**src/rtl/mbist_pkg.sv**
```systemverilog
package mbist_pkg;

  typedef enum logic [2:0] {
    ST_IDLE,
    ST_SAVE,
    ST_MARCH,
    ST_REST,
    ST_FIN
  } mbist_st_e;

  // nominal section pitch
  function automatic int pitch(int depth, int nsec);
    return (depth + nsec - 1) / nsec;
  endfunction

  // first word of section k (scratch area grows by ovl, section 1 shrinks)
  function automatic int sect_lo(int k, int s, int ovl);
    if (k == 0) return 0;
    if (k == 1) return s + ovl;
    return k * s - ovl;
  endfunction

  // last word of section k
  function automatic int sect_hi(int k, int s, int ovl, int depth);
    int e;
    if (k == 0) return s + ovl - 1;
    e = (k + 1) * s;
    if (e > depth) e = depth;
    return e - 1;
  endfunction

  // byte background number i
  function automatic logic [7:0] bg_byte(int i);
    case (i)
      1: return 8'h55;
      2: return 8'hAA;
      3: return 8'h33;
      4: return 8'hCC;
      5: return 8'h0F;
      6: return 8'hF0;
      default: return 8'h00;
    endcase
  endfunction

endpackage

```
**src/rtl/mbist_geom.sv**
```systemverilog
module mbist_geom
  import mbist_pkg::*;
#(
  parameter int DEPTH = 32,
  parameter int NSEC  = 4,
  parameter int OVL   = 2,
  parameter int AW    = 5,
  parameter int SW    = 2
) (
  input  logic [SW-1:0] sec,
  output logic [AW-1:0] lo,
  output logic [AW:0]   len
);
  localparam int S = pitch(DEPTH, NSEC);

  int lo_i, hi_i;

  always_comb begin
    lo_i = sect_lo(int'(sec), S, OVL);
    hi_i = sect_hi(int'(sec), S, OVL, DEPTH);
    lo   = AW'(lo_i);
    len  = (AW+1)'(hi_i - lo_i + 1);
  end
endmodule

```
**src/rtl/mbist_bgsel.sv**
```systemverilog
module mbist_bgsel
  import mbist_pkg::*;
#(
  parameter int DW = 8
) (
  input  logic [2:0]    bgi,
  output logic [DW-1:0] bg
);
  logic [7:0] pat;

  always_comb begin
    pat = bg_byte(int'(bgi));
    for (int j = 0; j < DW; j++) bg[j] = pat[j % 8];
  end
endmodule

```
**src/rtl/mbist_sectioned.sv**
```systemverilog
module mbist_sectioned
  import mbist_pkg::*;
#(
  parameter int DEPTH    = 32,
  parameter int NSEC     = 4,
  parameter int OVL      = 2,
  parameter int DW       = 8,
  parameter bit MULTI_BG = 1'b1,
  localparam int AW  = $clog2(DEPTH),
  localparam int SW  = $clog2(NSEC),
  localparam int NBG = MULTI_BG ? 7 : 1
) (
  input  logic          clk,
  input  logic          rst_n,
  input  logic          start,
  output logic          busy,
  output logic          done,
  output logic          pass,
  output logic          fail,
  output logic [AW-1:0] fail_addr,
  output logic [2:0]    fail_elem,
  output logic [SW-1:0] sec_idx,
  output logic          mem_en,
  output logic          mem_we,
  output logic [AW-1:0] mem_addr,
  output logic [DW-1:0] mem_wdata,
  input  logic [DW-1:0] mem_rdata
);

  mbist_st_e     st;
  logic          ph;
  logic [AW-1:0] idx;
  logic [1:0]    elem;
  logic [2:0]    bgi;
  logic [SW-1:0] sec;
  logic          fail_r;

  logic [AW-1:0] lo;
  logic [AW:0]   len;
  logic [DW-1:0] bg;
  logic [DW-1:0] exp_word;
  logic [AW:0]   moff;

  // named internal events
  logic last_word, mismatch, sec_is_buf, in_copy, accept;

  mbist_geom #(.DEPTH(DEPTH), .NSEC(NSEC), .OVL(OVL), .AW(AW), .SW(SW)) u_geom (
    .sec(sec), .lo(lo), .len(len)
  );

  mbist_bgsel #(.DW(DW)) u_bg (.bgi(bgi), .bg(bg));

  assign last_word  = ({1'b0, idx} == len - 1'b1);
  assign sec_is_buf = (sec == '0);
  assign in_copy    = (st == ST_SAVE) || (st == ST_REST);
  assign accept     = start && (st == ST_IDLE);
  assign mismatch   = (st == ST_MARCH) && ph && (elem != 2'd0) && (mem_rdata != exp_word);

  assign busy    = (st != ST_IDLE) && (st != ST_FIN);
  assign done    = (st == ST_FIN);
  assign pass    = done && !fail_r;
  assign fail    = fail_r;
  assign sec_idx = sec;

  always_comb begin
    mem_en    = 1'b0;
    mem_we    = 1'b0;
    mem_addr  = '0;
    mem_wdata = '0;
    exp_word  = bg;
    moff      = (elem == 2'd2) ? (len - 1'b1 - {1'b0, idx}) : {1'b0, idx};
    case (st)
      ST_SAVE: begin
        mem_en    = 1'b1;
        mem_we    = ph;
        mem_addr  = ph ? idx : lo + idx;
        mem_wdata = mem_rdata;
      end
      ST_REST: begin
        mem_en    = 1'b1;
        mem_we    = ph;
        mem_addr  = ph ? lo + idx : idx;
        mem_wdata = mem_rdata;
      end
      ST_MARCH: begin
        mem_addr = AW'({1'b0, lo} + moff);
        case (elem)
          2'd0: begin mem_en = 1'b1; mem_we = 1'b1; mem_wdata = bg; end
          2'd1: begin mem_en = 1'b1; mem_we = ph; mem_wdata = ~bg; exp_word = bg; end
          2'd2: begin mem_en = 1'b1; mem_we = ph; mem_wdata = bg; exp_word = ~bg; end
          default: begin mem_en = !ph; exp_word = bg; end
        endcase
      end
      default: ;
    endcase
  end

  always_ff @(posedge clk or negedge rst_n) begin
    if (!rst_n) begin
      st        <= ST_IDLE;
      ph        <= 1'b0;
      idx       <= '0;
      elem      <= '0;
      bgi       <= '0;
      sec       <= '0;
      fail_r    <= 1'b0;
      fail_addr <= '0;
      fail_elem <= '0;
    end else begin
      case (st)
        ST_IDLE: if (accept) begin
          st     <= sec_is_buf ? ST_MARCH : ST_SAVE;
          ph     <= 1'b0;
          idx    <= '0;
          elem   <= '0;
          bgi    <= '0;
          fail_r <= 1'b0;
        end
        ST_SAVE, ST_REST: begin
          ph <= !ph;
          if (ph) begin
            if (last_word) begin
              idx <= '0;
              st  <= (st == ST_SAVE) ? ST_MARCH : ST_FIN;
            end else idx <= idx + 1'b1;
          end
        end
        ST_MARCH: begin
          if (elem == 2'd0) begin
            if (last_word) begin idx <= '0; elem <= 2'd1; end
            else idx <= idx + 1'b1;
          end else begin
            ph <= !ph;
            if (ph) begin
              if (mismatch) begin
                fail_r    <= 1'b1;
                fail_addr <= mem_addr;
                fail_elem <= {1'b0, elem} + 3'd1;
                idx       <= '0;
                st        <= sec_is_buf ? ST_FIN : ST_REST;
              end else if (last_word) begin
                idx <= '0;
                if (elem == 2'd3) begin
                  if (bgi == 3'(NBG - 1)) st <= sec_is_buf ? ST_FIN : ST_REST;
                  else begin bgi <= bgi + 1'b1; elem <= 2'd0; end
                end else elem <= elem + 1'b1;
              end else idx <= idx + 1'b1;
            end
          end
        end
        ST_FIN: begin
          st  <= ST_IDLE;
          sec <= (sec == SW'(NSEC - 1)) ? '0 : sec + 1'b1;
        end
        default: st <= ST_IDLE;
      endcase
    end
  end

  // ---------------- assertions ----------------
  assert_we_needs_en_R3: assert property (@(posedge clk) disable iff (!rst_n)
    mem_we |-> mem_en);

  assert_done_one_cycle_R1: assert property (@(posedge clk) disable iff (!rst_n)
    done |=> !done);

  assert_idle_at_done_R1: assert property (@(posedge clk) disable iff (!rst_n)
    done |-> !busy);

  assert_ptr_advance_R12: assert property (@(posedge clk) disable iff (!rst_n)
    done |=> (sec_idx == (($past(sec_idx) == SW'(NSEC - 1)) ? '0 : $past(sec_idx) + 1'b1)));

  assert_buf_no_copy_R9: assert property (@(posedge clk) disable iff (!rst_n)
    (busy && sec_idx == '0) |-> !in_copy);

  assert_addr_in_range_R2: assert property (@(posedge clk) disable iff (!rst_n)
    mem_en |-> ({1'b0, mem_addr} < (AW+1)'(DEPTH)));

  assert_e4_read_only_R7: assert property (@(posedge clk) disable iff (!rst_n)
    (st == ST_MARCH && elem == 2'd3) |-> !mem_we);

  assert_fail_sticky_R10: assert property (@(posedge clk) disable iff (!rst_n)
    (fail && !(start && !busy && !done)) |=> fail);

  assert_start_ignored_R14: assert property (@(posedge clk) disable iff (!rst_n)
    (busy && start) |=> (busy || done));

endmodule

```
**config.mk**
```make
export PLATFORM = sky130hd
export DESIGN_NAME = mbist_sectioned
export DESIGN_NICKNAME = d
export VERILOG_FILES = /design/src/rtl/mbist_pkg.sv /design/src/rtl/mbist_geom.sv /design/src/rtl/mbist_bgsel.sv /design/src/rtl/mbist_sectioned.sv
export SDC_FILE = /design/constraint.sdc
export NUM_CORES = 1
export LEC_CHECK = 0
export CAP_MARGIN = 20
export CORE_ASPECT_RATIO = 2
export CORE_MARGIN = 8
export CORE_UTILIZATION = 44
export CTS_CLUSTER_SIZE = 12
export DETAILED_ROUTE_END_ITERATION = 10
export PLACE_DENSITY = 0.79
export SLEW_MARGIN = 10
export SYNTH_ARGS = -nofsm -noshare
export SYNTH_HDL_FRONTEND = slang
export SYNTH_SLANG_ARGS = --single-unit
```
**constraint.sdc**
```tcl
create_clock -name clk -period 4.4 [get_ports clk]
set_input_delay 0.88 -clock clk [delete_from_list [all_inputs] [get_ports clk]]
set_output_delay 0.88 -clock clk [all_outputs]
set_load 0.05 [all_outputs]
```
==> key figures <==
Run status
  • Outcome: finished clean

Drt
  • DR pass1 iterations: 4
  • Initial DRC count: 106
  • ANT nets after route: 0
  • Routed via count: 2328
  • Final WL: 6770 um
  • DRC: 0
  • Detail-routed via count per cell: 5.83
  • WL per Instance: 17.0 um

Cells and area
  • Ant diodes: 0
  • Layout cell share with drive strength beyond 1: 0.0828
  • Fill cells: 525
  • Area growth from synthesis to layout: 18.0%
  • Final net count: 380
  • Final Non-Filler Cells: 399
  • Layout Utilization: 0.537

Worst setup path
  • Largest driver fanout on the critical path: 15
  • CP Class: reg -> out
  • Crit path arrival time: 3.19 ns
  • Critical Path End Type: output port
  • Worst Path Required: 3.52 ns
  • Worst r2r path cells: 9
  • Startpoint Class: flip-flop

STA
  • Final worst-path cycle share: 0.925
  • Fmax: 246 MHz
  • RSZ-0062 raised after global routing: no
  • Fin. max-slew vios: 0
  • Endpoints failing hold: 0
  • Skew final: 0.00380 ns
  • Max_slew headroom: 0.530
  • Final worst slack: 0.329 ns
  • Worst-Margin Slew: 0.699 ns
  • Total Neg Setup Slack: 0 ns
  • Final setup fails: 0
  • Tmin final: 4.07 ns

Die
  • Row cnt: 39
  • Die X: 70.3 um
  • Initial Utilization: 0.455
  • Die H: 125 um
  • # IOs: 40
  • Core ar.: 0.00571 mm^2
  • Die area: 0.00876 mm^2

Clock tree
  • CTS tree: done
  • Deepest level of the CTS H-tree: 1
  • CTS Hold Bufs: 0
  • Worst-Skew Late Latency: 0.26 ns
  • Clock slew seen by the registers of the worst setup and hold paths: 0.06 ns
  • Clk buf depth: 2
  • Postcts setup bufs: 0
  • Post-CTS sizing: 0
  • CTS sink count: 25
  • CTS buffer count: 3
  • Root Buffer: clkbuf_16

Synth
  • Yosys reg bits: 25
  • Number of synthesized flops with an enable pin: 0
  • Post-synthesis cell count: 311
  • Syn Nets: 352
  • Fraction of registers with async set/reset: 1.00
  • Post-Syn Area: 0.00260 mm^2
  • Synthesized area per cell: 8.35 um^2
  • Most common flop cell mapped by yosys: dfrtp_1
  • Synth cell types: 54
  • Sequential fraction of the synthesis area: 0.241
  • Yosys warnings: 0

Placement
  • Pre-CTS setup slack: 0.344 ns
  • Gpl congestion: 0.928
  • # placed instances: 395
  • Post-DP HPWL: 5450 um
  • Port bufs: 39

Job
  • Max Cap Viol: 0

Worst hold path
  • Hold Path Stages: 2
  • Hold/Removal Path Class: reg -> reg

GRT
  • Grt ovf: 0
  • Largest net degree at the start of global routing: 26
  • Total Routing Usage GR: 0.155
  • Vias in the first global route: 2405
  • First-pass GRT wire length: 11400 um
  • Initial antenna violation count: 0
==> sequential cells by signal, indices dropped and copies added (netlist names) <==
name       count
fail_addr      5
idx            5
bgi            3
fail_elem      3
st             3
elem           2
sec_idx        2
fail           1
ph             1
==> metrics by stage <==
stage,hold slack (ns),area (um^2)
4_1_cts,0.492,3060
2_1_floorplan,0.517,2600
3_5_place_dp,0.478,2980
5_1_grt,0.520,3060
6_report,0.487,3060
3_3_place_gp,0.478,2980
==> worst max-delay path, stage by stage, from the launching register on <==
cell,delay [ns]
dfrtp_1,0.40
inv_1,0.13
ha_1,0.47
nor4_1,0.12
nor3_1,0.62
mux2i_1,0.16
o22ai_1,0.17
clkdlybuf4s50_1,0.86
==> metal layers <==
layer | share of wire | GRT usage
met1 | 0.36 | 0.150
met2 | 0.56 | 0.292
met3 | 0.042 | 0.0263
met4 | 0.045 | 0.0893
met5 | 0 | 0
==> final cells by class <==
type	count	area, um^2	area share
flip-flops and latches	25	626	0.204
inverters	26	97.6	0.0318
clock buffers	4	78.8	0.0257
well taps	61	76.3	0.0249
multi-input cells	241	1770	0.578
repair buffers	42	415	0.136
==> synthesized netlist by cell type (5+ instances only) <==
cell / n / area [um^2]
mux2_2: 9 / 101
a21o_1: 5 / 37.5
a21oi_1: 19 / 95.1
inv_1: 26 / 97.6
nand3_1: 7 / 35.0
nor2_1: 23 / 86.3
nand2_1: 27 / 101
o21ai_0: 20 / 100
o22ai_1: 9 / 56.3
clkbuf_1: 8 / 30.0
nor3_1: 9 / 45.0
mux2i_1: 14 / 140
ha_1: 27 / 338
xnor2_1: 13 / 114
dfrtp_1: 25 / 626
==> logic make-up (layout without fill, tap and decap cells) <==
group | after synthesis | in the layout | synth area share
xor gates and xnor gates | 17 | 17 | 0.0573
buffers and inverters | 45 | 72 | 0.0771
AOI/OAI and AO/OA | 76 | 76 | 0.194
and+or+nand+nor | 94 | 94 | 0.179
muxes | 24 | 24 | 0.0988
adders and majority gates | 30 | 30 | 0.153
DFF | 25 | 25 | 0.241
==> placed cells by master (no fill, tap or decap), types with 3 or more instances in the layout <==
cell and n:
clkdlybuf4s50_1 36, dfrtp_1 25, mux2i_1 14, and2_1 3, a21oi_1 19, mux2_2 9
nor2b_1 4, nor2_1 23, fa_1 3, inv_1 26, nor3_1 9, clkbuf_16 3
o21ai_0 20, buf_4 4, xnor2_1 13, or2_2 3, ha_1 27, o21a_1 3
o22ai_1 9, or3_1 4, a21o_1 5, xor2_1 4, nand3_1 7, nand2_1 27
==> worst paths after layout <==
check                        startpoint      endpoint  slack (ns)
setup / recovery                 bgi[0]  mem_wdata[3]        0.33
hold / removal             fail_elem[0]  fail_elem[0]        0.49
setup reg to reg                elem[0]  fail_addr[2]        0.80
hold reg to reg            fail_elem[0]  fail_elem[0]        0.49
max in group asynchronous         rst_n  fail_addr[2]        3.14
min in group asynchronous         rst_n         st[1]        0.99
Power is not shown: default switching activity piles up to over one toggle a cycle in this logic, so the estimate is an artifact.
